<file path="config.mk">
export PLATFORM = sky130hd
export DESIGN_NAME = pc_target_unit
export DESIGN_NICKNAME = d
export VERILOG_FILES = /design/src/rtl/pct_pkg.sv /design/src/rtl/pct_page_reg.sv /design/src/rtl/pct_target.sv /design/src/rtl/pct_stack_seq.sv /design/src/rtl/pc_target_unit.sv
export SDC_FILE = /design/constraint.sdc
export NUM_CORES = 1
export LEC_CHECK = 0
export BUFFER_PORTS_ARGS = -buffer_cell sky130_fd_sc_hd__buf_2
export CORE_MARGIN = 10
export CORE_UTILIZATION = 50
export CTS_BUF_LIST = sky130_fd_sc_hd__clkbuf_4 sky130_fd_sc_hd__clkbuf_8
export DETAILED_ROUTE_END_ITERATION = 10
export HOLD_SLACK_MARGIN = 0.12
export PLACE_DENSITY = 0.69
export SLEW_MARGIN = 0
export SYNTH_ARGS = -nofsm -noshare
export SYNTH_HDL_FRONTEND = slang
export SYNTH_SLANG_ARGS = --single-unit
</file>
<file path="constraint.sdc">
create_clock -name clk -period 2.9 [get_ports clk]
set_clock_uncertainty 0.1 [all_clocks]
set_input_delay 0.29 -clock clk [delete_from_list [all_inputs] [get_ports clk]]
set_output_delay 0.29 -clock clk [all_outputs]
set_load 0.01 [all_outputs]
</file>
<file path="src/rtl/pct_pkg.sv">
package pct_pkg;
  localparam logic [1:0] MODE_16    = 2'b00;
  localparam logic [1:0] MODE_PAGED = 2'b01;

  typedef enum logic [2:0] {
    OP_STEP  = 3'd0,
    OP_LJMP  = 3'd1,
    OP_ACALL = 3'd2,
    OP_LCALL = 3'd3,
    OP_INT   = 3'd4,
    OP_RETI  = 3'd5
  } op_e;

  function automatic logic is_contig(input logic [1:0] m);
    return m[1];
  endfunction
endpackage

</file>
<file path="src/rtl/pct_page_reg.sv">
module pct_page_reg #(
  parameter int          DW      = 8,
  parameter int          AW      = 8,
  parameter logic [7:0]  REG_ADR = 8'h9C
) (
  input  logic          clk,
  input  logic          rst_n,
  input  logic [AW-1:0] sfr_addr,
  input  logic          sfr_wr,
  input  logic [DW-1:0] sfr_wdata,
  output logic [DW-1:0] sfr_rdata,
  output logic [DW-1:0] page_q
);
  logic hit;
  assign hit = (sfr_addr == AW'(REG_ADR));

  always_ff @(posedge clk or negedge rst_n) begin
    if (!rst_n)             page_q <= '0;
    else if (sfr_wr && hit) page_q <= sfr_wdata;
  end

  assign sfr_rdata = hit ? page_q : '0;
endmodule

</file>
<file path="src/rtl/pct_target.sv">
module pct_target
  import pct_pkg::*;
#(
  parameter int PC_W   = 24,
  parameter int PAGE_W = 8
) (
  input  logic [1:0]        mode,
  input  logic [2:0]        op_code,
  input  logic [PC_W-1:0]   op_addr,
  input  logic [PC_W-1:0]   pc,
  input  logic [PAGE_W-1:0] page,
  output logic [PC_W-1:0]   target
);
  localparam int LOW_W = PC_W - PAGE_W;
  localparam int ABS_W = 11;

  logic [PAGE_W-1:0] long_up, abs_up;
  logic [LOW_W-1:0]  low_inc;

  always_comb begin
    if (is_contig(mode)) begin
      long_up = op_addr[PC_W-1:LOW_W];
      abs_up  = pc[PC_W-1:LOW_W];
    end else if (mode == MODE_PAGED) begin
      long_up = page;
      abs_up  = page;
    end else begin
      long_up = '0;
      abs_up  = '0;
    end
  end

  assign low_inc = pc[LOW_W-1:0] + LOW_W'(1);

  always_comb begin
    target = pc;
    case (op_code)
      OP_STEP: begin
        if (is_contig(mode))          target = pc + PC_W'(1);
        else if (mode == MODE_PAGED)  target = {pc[PC_W-1:LOW_W], low_inc};
        else                          target = {{PAGE_W{1'b0}}, low_inc};
      end
      OP_LJMP, OP_LCALL: target = {long_up, op_addr[LOW_W-1:0]};
      OP_ACALL:          target = {abs_up, pc[LOW_W-1:ABS_W], op_addr[ABS_W-1:0]};
      OP_INT:            target = {{PAGE_W{1'b0}}, op_addr[LOW_W-1:0]};
      default:           target = pc;
    endcase
  end
endmodule

</file>
<file path="src/rtl/pct_stack_seq.sv">
module pct_stack_seq #(
  parameter int PC_W = 24,
  parameter int BW   = 8
) (
  input  logic            clk,
  input  logic            rst_n,
  input  logic            start_call,
  input  logic            start_ret,
  input  logic            wide,
  input  logic [PC_W-1:0] ret_addr,
  input  logic [PC_W-1:0] call_tgt,
  output logic            push_valid,
  input  logic            push_ready,
  output logic [BW-1:0]   push_data,
  input  logic            pop_valid,
  output logic            pop_ready,
  input  logic [BW-1:0]   pop_data,
  output logic            busy,
  output logic            load_en,
  output logic [PC_W-1:0] load_val
);
  localparam int NB    = PC_W / BW;
  localparam int CNT_W = $clog2(NB + 1);

  typedef enum logic [1:0] {S_IDLE, S_PUSH, S_POP} st_e;

  st_e              st_q;
  logic [CNT_W-1:0] cnt_q, last_idx_q;
  logic [PC_W-1:0]  shift_q, tgt_q;
  logic             last, push_fire, pop_fire;

  assign last      = (cnt_q == last_idx_q);
  assign push_fire = (st_q == S_PUSH) && push_ready;
  assign pop_fire  = (st_q == S_POP) && pop_valid;

  always_ff @(posedge clk or negedge rst_n) begin
    if (!rst_n) begin
      st_q       <= S_IDLE;
      cnt_q      <= '0;
      last_idx_q <= '0;
      shift_q    <= '0;
      tgt_q      <= '0;
    end else begin
      case (st_q)
        S_IDLE: begin
          cnt_q      <= '0;
          last_idx_q <= wide ? CNT_W'(NB - 1) : CNT_W'(NB - 2);
          if (start_call) begin
            st_q    <= S_PUSH;
            shift_q <= ret_addr;
            tgt_q   <= call_tgt;
          end else if (start_ret) begin
            st_q    <= S_POP;
            shift_q <= '0;
          end
        end
        S_PUSH: if (push_fire) begin
          shift_q <= shift_q >> BW;
          cnt_q   <= cnt_q + CNT_W'(1);
          if (last) st_q <= S_IDLE;
        end
        S_POP: if (pop_fire) begin
          shift_q <= {shift_q[PC_W-BW-1:0], pop_data};
          cnt_q   <= cnt_q + CNT_W'(1);
          if (last) st_q <= S_IDLE;
        end
        default: st_q <= S_IDLE;
      endcase
    end
  end

  assign push_valid = (st_q == S_PUSH);
  assign push_data  = shift_q[BW-1:0];
  assign pop_ready  = (st_q == S_POP);
  assign busy       = (st_q != S_IDLE);
  assign load_en    = (push_fire || pop_fire) && last;
  assign load_val   = push_fire ? tgt_q : {shift_q[PC_W-BW-1:0], pop_data};
endmodule

</file>
<file path="src/rtl/pc_target_unit.sv">
module pc_target_unit
  import pct_pkg::*;
#(
  parameter int         PC_W    = 24,
  parameter int         BW      = 8,
  parameter int         SFR_AW  = 8,
  parameter logic [7:0] PAGE_AD = 8'h9C
) (
  input  logic              clk,
  input  logic              rst_n,
  input  logic [1:0]        mode,
  input  logic              op_valid,
  output logic              op_ready,
  input  logic [2:0]        op_code,
  input  logic [PC_W-1:0]   op_addr,
  output logic [PC_W-1:0]   pc,
  output logic              push_valid,
  input  logic              push_ready,
  output logic [BW-1:0]     push_data,
  input  logic              pop_valid,
  output logic              pop_ready,
  input  logic [BW-1:0]     pop_data,
  input  logic [SFR_AW-1:0] sfr_addr,
  input  logic              sfr_wr,
  input  logic [BW-1:0]     sfr_wdata,
  output logic [BW-1:0]     sfr_rdata
);
  logic [BW-1:0]   page_q;
  logic [PC_W-1:0] pc_q, target, load_val;
  logic            accept, is_call, is_ret, busy, load_en;

  pct_page_reg #(.DW(BW), .AW(SFR_AW), .REG_ADR(PAGE_AD)) u_page (
    .clk(clk), .rst_n(rst_n), .sfr_addr(sfr_addr), .sfr_wr(sfr_wr),
    .sfr_wdata(sfr_wdata), .sfr_rdata(sfr_rdata), .page_q(page_q)
  );

  pct_target #(.PC_W(PC_W), .PAGE_W(BW)) u_tgt (
    .mode(mode), .op_code(op_code), .op_addr(op_addr), .pc(pc_q),
    .page(page_q), .target(target)
  );

  assign op_ready = !busy;
  assign accept   = op_valid && op_ready;
  assign is_call  = (op_code == OP_ACALL) || (op_code == OP_LCALL) ||
                    (op_code == OP_INT);
  assign is_ret   = (op_code == OP_RETI);

  pct_stack_seq #(.PC_W(PC_W), .BW(BW)) u_seq (
    .clk(clk), .rst_n(rst_n),
    .start_call(accept && is_call), .start_ret(accept && is_ret),
    .wide(mode != MODE_16), .ret_addr(pc_q), .call_tgt(target),
    .push_valid(push_valid), .push_ready(push_ready), .push_data(push_data),
    .pop_valid(pop_valid), .pop_ready(pop_ready), .pop_data(pop_data),
    .busy(busy), .load_en(load_en), .load_val(load_val)
  );

  always_ff @(posedge clk or negedge rst_n) begin
    if (!rst_n)
      pc_q <= '0;
    else if (load_en)
      pc_q <= load_val;
    else if (accept && (op_code == OP_STEP || op_code == OP_LJMP))
      pc_q <= target;
  end

  assign pc = pc_q;
endmodule

</file>
==> out/qor.txt, run 1 <==
NumNets Final - 782
met2 Track Usage GR - 34.6%
met3 GRT Util - 5.37%
DRT Wirelength - 19,000 um
pwr/cell area - 856 mW/mm2
Slew Limit Fails - 0
hpwl dp - 13,700 um
crit path cell chain - inv_1, ha_1, nand2_1, nor3_2, buf_4, nand2_1, o31a_1
vias in the first global route - 5,391
final-report hold violation count - 0
Final setup viols - 0
EDFF count, synth - 0
CTS root buf - clkbuf_8
Hold Crit Class - in2reg
Die Height - 125 um
cts hold-fix bufs - 15
antenna cells - 0
busiest layer in global routing - met2
XOR/XNOR share of the synthesized area - 1.27%
CP Class - reg2reg
initial antenna violation count - 0
Most used DFF post-synth - dfrtp_1
vias - 5,473
multiplexer share of the synthesized area - 7.88%
FFs w/ async S/R, synth - 100%
grt ovf - 0
Post-CTS Setup Bufs - 0
Syn Area/Cell - 8.79 um2
CTS tree - built
Max Freq - 411 MHz
final worst slack - 0.467 ns
Critical Path Max Stage Delay - 0.41 ns
fill cell count - 980
RSZ-0062 raised after global routing - no
Via-to-Cell Ratio - 6.34
Clock Sinks - 86
DR pass1 iterations - 5
Worst Setup Start Kind - flip-flop
CP Capture Type - flip-flop
Worst slew margin - 54.0%
worst skew pair latency - 0.38 ns
fin crit share - 83.9%
critical path peak fanout - 15
Synth-to-Final Area Change - 16.8%
sequential fraction of the synthesis area - 39.0%
Worst-Margin Slew - 0.691 ns
die area - 0.0156 mm2
Die Wd - 125 um
CP required - 3.06 ns
simple-gate area share of the yosys netlist - 20.4%
Routed WL per cell - 22.0 um
largest family of logic cells by synthesized area - compound AO/OA/AOI/OAI gates
largest net degree at the start of global routing - 49
final instance count without filler cells - 863
Tmin final - 2.43 ns
number of port buffers - 101
complex-gate fraction of the synthesized area - 24.2%
final core occ - 59.4%
Synth Instances - 627
core area - 0.0108 mm2
Post-CTS Resized - 0
max cap viols - 0
HP Start - pop_data[7]
WP data arrival - 2.60 ns
CTS buffer count - 9
Synth Cell Area - 0.00551 mm2
global-route wire length before repair - 29,900 um
most frequent CP cell - nand2_1
Crit-path slowest cell - dfrtp_1
Initial Util - 50.9%
CTS clk-pin slew, worst paths - 0.09 ns
final hold slack - 0.154 ns
Max H-tree Level - 3
flop2flop setup slack - 0.47 ns
VDD IR max - 417 uV
syn nets - 691
drt drc - 0
DP Worst Slack - 0.496 ns
Clock Path Buffers - 2
Yosys reg bits - 86
Post-DRT Antenna Nets - 0
Final TNS setup - 0 ns
Rows - 38
Synth Area in Adders - 1.13%
initial drt markers - 684
gr usage total - 23.4%
Final GP Congestion - 0.918
# IOs - 102
status - finished, final reports clean
Crit Reg-Reg Startpoint - u_seq.st_q[0]
Cell variety after synth - 66
placed cell count - 832
Worst Setup SP - u_seq.st_q[0]
fraction of layout cells with a size suffix above 1 - 24.1%
Static Leak - 2.90 nW
Ys Warns - 0
met1 global-route usage - 32.3%
[placed cells by master (no fill, tap or decap), types with 7 or more instances in the layout]
master,n
dfrtp_1,86
and2_1,13
a31oi_1,9
nand3_1,15
o22ai_1,10
nand2_1,100
buf_2,100
inv_1,13
nor3_1,11
dlygate4sd3_1,15
nor2_1,25
a22oi_1,12
o21ai_0,56
buf_4,20
mux2i_1,22
o221ai_1,7
clkbuf_8,10
mux2_2,19
a211oi_1,8
a222oi_1,16
a21oi_1,32
[synth_stat cells, types with 13 or more instances]
library cell / instances / area (um2)
a21oi_1: 32 / 160
clkbuf_1: 22 / 82.6
buf_2: 20 / 100
a222oi_1: 16 / 160
buf_4: 13 / 97.6
dfrtp_1: 86 / 2150
o21ai_0: 57 / 285
and2_1: 13 / 81.3
nand2_1: 100 / 375
mux2_2: 19 / 214
nor2_1: 26 / 97.6
mux2i_1: 22 / 220
nand3_1: 15 / 75.1
inv_1: 13 / 48.8
[area by class of cell]
class / instances / area, um2 / area share [%]
multi-input combinational: 471 / 3040 / 47.2
inverter: 13 / 48.8 / 0.758
tap: 140 / 175 / 2.72
sequential: 86 / 2150 / 33.4
timing repair buffer: 137 / 841 / 13.1
clock buffer: 10 / 138 / 2.14
clock inverter: 6 / 45.0 / 0.699
[through the flow]
stage | instance area [um2] | power (mW)
floorplan | 5510 | 3.77
global placement | 6110 | 4.57
detailed placement | 6110 | 4.66
CTS | 6440 | 5.48
global route | 6440 | 5.89
finish | 6440 | 5.51
[sequential cells by signal (all words and copies together), names as in the netlist]
| name | count |
|---|---|
| u_page.page_q | 8 |
| u_seq.cnt_q | 2 |
| u_seq.tgt_q | 24 |
| u_seq.st_q | 2 |
| u_seq.shift_q | 24 |
| u_seq.last_idx_q | 2 |
| pc | 24 |
[final timing paths]
path,to,cells past startpoint
max in group asynchronous,u_page.page_q[0],3
worst max-delay path,pc[12],7
min in group asynchronous,u_seq.shift_q[16],2
worst min register to register,u_seq.tgt_q[17],2
worst max register to register,pc[12],7
worst min-delay path,pc[7],3
[worst max-delay path, delay by kind of cell, from the launching register on]
| kind | cells | cell delay, ns |
|---|---|---|
| compound gates | 1 | 0.37 |
| simple gates | 3 | 0.73 |
| fa+ha+maj | 1 | 0.36 |
| buf+inv | 2 | 0.35 |
| flops | 1 | 0.41 |
[report_power, final]
part / leakage (nW) / internal (mW) / switching [mW]
Clock: 0.0849 / 0.338 / 0.478
Sequential: 1.10 / 1.66 / 0.686
Combinational: 1.71 / 0.978 / 1.37
Total: 2.90 / 2.98 / 2.54
[metal layers]
layer	wire length (um)	vias up
li1	-	2517
met5	0	-
met2	8360	300
met3	1920	38
met4	418	0
met1	8270	2618
[kinds of logic after synthesis]
kind of cell	Yosys count
mux	41
flops	86
compound gates	197
simple gates	220
buf+inv	70
xor+xnor	8
fa+ha+maj	5
No activity file was read; power rests on OpenSTA's default activity.
==> inputs of run 2 (changes only) <==
Settings changed: ABC_AREA from default to 1.
Clock period 2.9 ns to 2.5 ns, I/O delays scaled along.
==> run 2 against run 1 <==
Synthesized cell count increased by 38%. Clock power increased by 28%. Routed wire length grew 6.5%. Area after synthesis rose by 3.0%. Fmax increased by 6.0%. Cell count is 28% higher. Non-clock buffer count shrank 8. First-iteration DRC count rose by 14%. Critical path type unchanged. Largest cell class unchanged. Largest power group is now combinational logic.
==> out/qor.txt, run 2 <==
design area - 0.00660 mm2 (+2.4%)
initial antenna violation count - 0 (unchanged)
Post-CTS Setup Bufs - 0 (unchanged)
# IOs - 102 (unchanged)
DP Worst Slack - 0.222 ns (-0.275 ns)
total power - 6.27 mW (+14%)
WP buf/inv - 2 (unchanged)
Clock Path Buffers - 2 (unchanged)
CP top delay family - simple AND/OR/NAND/NOR gates
final core occ - 60.0% (+0.63 points)
initial drt markers - 783 (+14%)
core area - 0.0110 mm2 (+1.3%)
most numerous cell in the Yosys netlist - nand2_1
Initial Util - 51.7% (+0.87 points)
fill cell count - 1,077 (+9.9%)
CTS clk-pin slew, worst paths - 0.09 ns (about the same)
Worst Setup Start Kind - flip-flop
Post-DRT Antenna Nets - 0 (unchanged)
antenna cells - 0 (unchanged)
final instance count without filler cells - 1,107 (+28%)
Synth Cell Area - 0.00568 mm2 (+3.0%)
sw frac - 47.0% (+0.97 points)
DR pass1 iterations - 5 (unchanged)
NumNets Final - 1,026 (+31%)
worst skew pair latency - 0.39 ns (about the same)
Die Wd - 127 um (+1.3%)
final-report hold violation count - 0 (unchanged)
CP Class - reg2reg
Most used DFF post-synth - dfrtp_1
fin crit share - 91.8% (+7.9 points)
dominant cell type by area after synthesis - dfrtp_1
Hold Crit Class - in2reg
Reg power frac - 38.7% (-3.9 points)
most frequent CP cell - nand2_1
fraction of layout cells with a size suffix above 1 - 15.9% (-8.1 points)
Routed WL per cell - 18.3 um (-17%)
Syn Area/Cell - 6.57 um2 (-25%)
Clock Power Share - 16.6% (+1.8 points)
EDFF count, synth - 0 (unchanged)
top cells by count, synth - 254 x nand2_1, 127 x inv_1, 87 x o21ai_0
commonest cells after routing, fill and taps aside - 253 x nand2_1, 127 x inv_1, 100 x buf_2, 86 x o21ai_0, 86 x dfrtp_1
Max H-tree Level - 3 (unchanged)
DRT Wirelength - 20,200 um (+6.5%)
Cell Int Power - 3.32 mW (+12%)
global-route wire length before repair - 32,000 um (+6.8%)
top cell type's share of synthesized area - 37.9% (-1.2 points)
sequential fraction of the synthesis area - 37.9% (-1.2 points)
Final TNS setup - 0 ns (unchanged)
CTS root buf - clkbuf_8
vias - 6,221 (+14%)
Final GP Congestion - 0.932 (+1.6%)
Comb pwr share - 44.7% (+2.1 points)
commonest non-fill, non-tap cell in the layout - nand2_1
vias in the first global route - 5,840 (+8.3%)
grt ovf - 0 (unchanged)
pwr/cell area - 951 mW/mm2 (+11%)
placed cell count - 1,080 (+30%)
Psw - 2.95 mW (+16%)
critical path peak fanout - 17 (+2)
Max Freq - 436 MHz (+6.0%)
Static Leak - 3.45 nW (+19%)
CTS buffer count - 9 (unchanged)
number of port buffers - 101 (unchanged)
Cell variety after synth - 33 (-50%)
Critical Path Max Stage Delay - 0.45 ns (+0.04 ns)
RSZ-0062 raised after global routing - no
Final setup viols - 0 (unchanged)
status - finished, final reports clean
Worst slew margin - 63.1% (+9.1 points)
crit path cell chain - inv_1, ha_1, nand2_1, nand2_1, nand2_1, nand2_1, inv_1, nand2_1, nand3_1
CP required - 2.65 ns (-0.41 ns)
syn nets - 929 (+34%)
max cap viols - 0 (unchanged)
Placed Area - 0.00628 mm2 (+2.8%)
die area - 0.0160 mm2 (+2.6%)
Clock Sinks - 86 (unchanged)
drt drc - 0 (unchanged)
Crit-path slowest cell - nand2_1
WP data arrival - 2.45 ns (-0.15 ns)
FFs w/ async S/R, synth - 100% (unchanged)
CP Capture Type - flip-flop
Die Height - 127 um (+1.3%)
largest net degree at the start of global routing - 63 (+29%)
Ys Warns - 0 (unchanged)
Worst-Margin Slew - 0.553 ns (-0.137 ns)
Via-to-Cell Ratio - 5.62 (-11%)
Rows - 38 (unchanged)
Synth area leaders - dfrtp_1 38%, nand2_1 17%, inv_1 8.4%, o21ai_0 7.7%, nor2_1 5.6%
gr usage total - 24.7% (+1.4 points)
VDD IR max - 819 uV (+96%)
Yosys reg bits - 86 (unchanged)
final worst slack - 0.204 ns (-0.263 ns)
hpwl dp - 15,500 um (+13%)
Tmin final - 2.30 ns (-0.137 ns)
Slew Limit Fails - 0 (unchanged)
final hold slack - 0.155 ns (+0.000828 ns)
CTS tree - built
Synth Instances - 865 (+38%)
Synth-to-Final Area Change - 16.1%
[run 2: cell count changes after synthesis, moves of 11 or more]
| cell | before | now |
|---|---|---|
| nand2_1 | 100 | 254 |
| inv_1 | 13 | 127 |
| nor2_1 | 26 | 85 |
| nand3_1 | 15 | 47 |
| o21ai_0 | 57 | 87 |
| mux2i_1 | 22 | 0 |
| mux2_2 | 19 | 2 |
| a222oi_1 | 16 | 0 |
| o21ai_1 | 0 | 16 |
| and2_1 | 13 | 0 |
| a22oi_1 | 12 | 1 |
[run 2: power by group through the flow]
stage               Sequential, mW  Combinational, mW  Clock [mW]
global placement              2.41               2.70           0
CTS                           2.40               2.77        1.05
floorplan                     2.32               1.82           0
global route                  2.47               3.13        1.09
finish                        2.43               2.80        1.04
detailed placement            2.43               2.74           0
[run 2: routing by layer]
metal	global-route usage (%)	part of all wire (%)	vias to the layer above
met1	35.2	45	2938
met5	0	0	-
li1	-	-	2955
met4	7.64	1.8	0
met3	5.12	9.6	25
met2	36.7	44	303
[run 2: final cells by class]
cell class | instances | area [um2] | area share [%]
clock buffer | 10 | 138 | 2.09
clock inverter | 6 | 61.3 | 0.930
inverter | 132 | 495 | 7.51
multi-input combinational | 604 | 2800 | 42.4
sequential | 86 | 2150 | 32.6
tap | 140 | 175 | 2.66
timing repair buffer | 129 | 774 | 11.7
[run 2: cell families (layout without fill, tap and decap cells)]
logic type / after synthesis / in the layout / share of synthesized area, %
AOI/OAI and AO/OA: 184 / 184 / 18.1
and+or+nand+nor: 412 / 412 / 29.4
DFF: 86 / 86 / 37.9
muxes: 2 / 2 / 0.396
xor gates and xnor gates: 1 / 1 / 0.154
buffers and inverters: 175 / 277 / 12.9
adders and majority gates: 5 / 5 / 1.10
[run 2: worst paths after layout]
kind	start	to	slack [ns]	cells past startpoint
setup / recovery	u_seq.st_q[0]	pc[5]	0.20	9
hold / removal	op_addr[1]	u_seq.tgt_q[1]	0.16	5
setup reg to reg	u_seq.st_q[0]	pc[5]	0.20	9
hold reg to reg	u_seq.tgt_q[21]	u_seq.tgt_q[21]	0.38	2
max in group asynchronous	rst_n	pc[11]	1.43	3
min in group asynchronous	rst_n	u_seq.shift_q[22]	0.20	2
[run 2: what timing repair did]
item                                    CTS  global route
endpoints found under the hold margin    97             0
gates resized for setup                   0             3
endpoints found under the setup margin    0            10
hold buffers                             11             0
[run 2: worst register-to-register path, cell delays in order, from the launching register on]
cell     delay [ns]
dfrtp_1        0.43
inv_1          0.09
ha_1           0.24
nand2_1        0.09
nand2_1        0.08
nand2_1        0.19
nand2_1        0.45
inv_1          0.29
nand2_1        0.12
nand3_1        0.09
==> inputs of run 3 (changes only) <==
Settings changed: CAP_MARGIN from default to 15, PLACE_DENSITY 0.69 to 0.73.
==> run 3 against run 2 <==
Combinational power about the same. Worst hold slack better by 0.0093 ns. Clock power down 5%. Power down 1.7%. Largest power group unchanged.
==> out/qor.txt, run 3 (synthesis gave the netlist of run 2 again) <==
status - finished, final reports clean
initial antenna violation count - 0 (unchanged)
Multi-input gate area - 0.00280 mm2 (about the same)
grt ovf - 0 (unchanged)
Worst Setup Start Kind - flip-flop
number of port buffers - 101 (unchanged)
CP Class - reg2reg
worst skew pair latency - 0.38 ns (about the same)
Hold Crit Class - in2reg
final-report hold violation count - 0 (unchanged)
Synth-to-Final Area Change - 15.9%
Post-CTS Setup Bufs - 0 (unchanged)
drt drc - 0 (unchanged)
vias in the first global route - 5,788 (-0.89%)
design area - 0.00659 mm2 (-0.13%)
Cell Int Power - 3.25 mW (-2.1%)
Clock Path Buffers - 2 (unchanged)
pwr/cell area - 936 mW/mm2 (-1.5%)
Final TNS setup - 0 ns (unchanged)
max cap viols - 0 (unchanged)
initial drt markers - 603 (-23%)
fill cell count - 1,100 (+2.1%)
# IOs - 102 (unchanged)
CTS root buf - clkbuf_8
DR pass1 iterations - 6 (+1)
CTS clk-pin slew, worst paths - 0.10 ns (about the same)
core area - 0.0110 mm2 (unchanged)
Seq. cell area - 0.00215 mm2 (unchanged)
Die Wd - 127 um (unchanged)
vias - 6,148 (-1.2%)
Initial Util - 51.7% (unchanged)
Post-CTS Resized - 0 (unchanged)
critical path peak fanout - 22 (+5)
Placed Area - 0.00629 mm2 (+0.24%)
NumNets Final - 1,027 (+0.097%)
Max H-tree Level - 3 (unchanged)
sw frac - 47.2% (+0.26 points)
Rows - 38 (unchanged)
Via-to-Cell Ratio - 5.55 (-1.3%)
Die Height - 127 um (unchanged)
fraction of layout cells with a size suffix above 1 - 16.0% (+0.087 points)
largest net degree at the start of global routing - 67 (+6.3%)
Psw - 2.91 mW (-1.1%)
die area - 0.0160 mm2 (unchanged)
Max Freq - 444 MHz (+1.8%)
global-route wire length before repair - 30,300 um (-5.1%)
antenna cells - 0 (unchanged)
Comb pwr share - 45.3% (+0.6 points)
Worst-Margin Slew - 0.639 ns (+0.0855 ns)
Worst slew margin - 57.3% (-5.8 points)
VDD IR max - 688 uV (-16%)
CTS tree - built
hpwl dp - 14,400 um (-6.7%)
Clock Power Share - 16.1% (-0.5 points)
Post-DRT Antenna Nets - 0 (unchanged)
Clock Sinks - 86 (unchanged)
commonest non-fill, non-tap cell in the layout - nand2_1
CP required - 2.71 ns (+0.06 ns)
Reg power frac - 38.7% (about the same)
gr usage total - 23.3% (-1.4 points)
fin crit share - 90.2% (-1.7 points)
WP data arrival - 2.47 ns (+0.02 ns)
Final GP Congestion - 0.936 (+0.40%)
DRT Wirelength - 19,100 um (-5.2%)
Static Leak - 3.45 nW (about the same)
CTS buffer count - 9 (unchanged)
Tmin final - 2.25 ns (-0.0417 ns)
RSZ-0062 raised after global routing - no
commonest cells after routing, fill and taps aside - 254 x nand2_1, 127 x inv_1, 100 x buf_2, 87 x o21ai_0, 86 x dfrtp_1
CP Capture Type - flip-flop
Routed WL per cell - 17.3 um (-5.3%)
Final setup viols - 0 (unchanged)
cts hold-fix bufs - 10 (-1)
Slew Limit Fails - 0 (unchanged)
[run 3: power by group through the flow]
stage	clock network, mW	registers, mW	logic (mW)
floorplan	0	2.32	1.82
global placement	0	2.38	2.72
detailed placement	0	2.39	2.74
CTS	0.988	2.36	2.76
global route	1.06	2.45	3.12
finish	0.990	2.39	2.79
[run 3: routing by layer]
metal / up-vias / GRT usage [%] / wire length (um) / share of wire, %
li1: 2949 / - / - / -
met1: 2861 / 30.6 / 7860 / 41
met2: 294 / 37.6 / 9120 / 48
met3: 44 / 4.37 / 1650 / 8.6
met4: 0 / 8.04 / 515 / 2.7
met5: - / 0 / 0 / 0
[run 3: worst paths after layout]
path / from / end / slack [ns] / cells after the start
max in group asynchronous: rst_n / pc[18] / 1.47 / 3
min in group asynchronous: rst_n / pc[9] / 0.19 / 2
min: op_addr[2] / u_seq.tgt_q[2] / 0.16 / 5
max: u_seq.st_q[1] / u_seq.shift_q[5] / 0.25 / 11
min reg2reg: u_seq.tgt_q[15] / u_seq.tgt_q[15] / 0.39 / 2
max reg2reg: u_seq.st_q[1] / u_seq.shift_q[5] / 0.25 / 11
[run 3: area by class of cell]
class	count	share of cell area, %
Tap cell	140	2.66
Clock inverter	6	0.817
Clock buffer	10	2.09
Inverter	132	7.52
Multi-Input combinational cell	604	42.5
Sequential cell	86	32.7
Timing Repair Buffer	130	11.8
[run 3: metrics by stage]
step                      instances  total power, mW  util [%]  setup slack, ns  hold slack [ns]
after floorplan                 865             4.14         -            0.625           -0.146
after global placement         1082             5.09      57.3            0.362           0.0590
after detailed placement       1082             5.13      57.3            0.324           0.0569
after CTS                      1108             6.11      60.0            0.296            0.147
after global routing           1108             6.62      60.0           0.0540            0.193
final                          1108             6.17      60.0            0.246            0.164
[run 3: critical path, cell delays in order (launching register included)]
cell and delay, ns:
dfrtp_1 0.41, inv_1 0.11, ha_1 0.22, nand2_1 0.07, clkinv_1 0.08, o21ai_2 0.10, nor2_4 0.34, nand2_1 0.09
buf_4 0.22, o21ai_0 0.27, nand2_1 0.08, o21ai_1 0.08
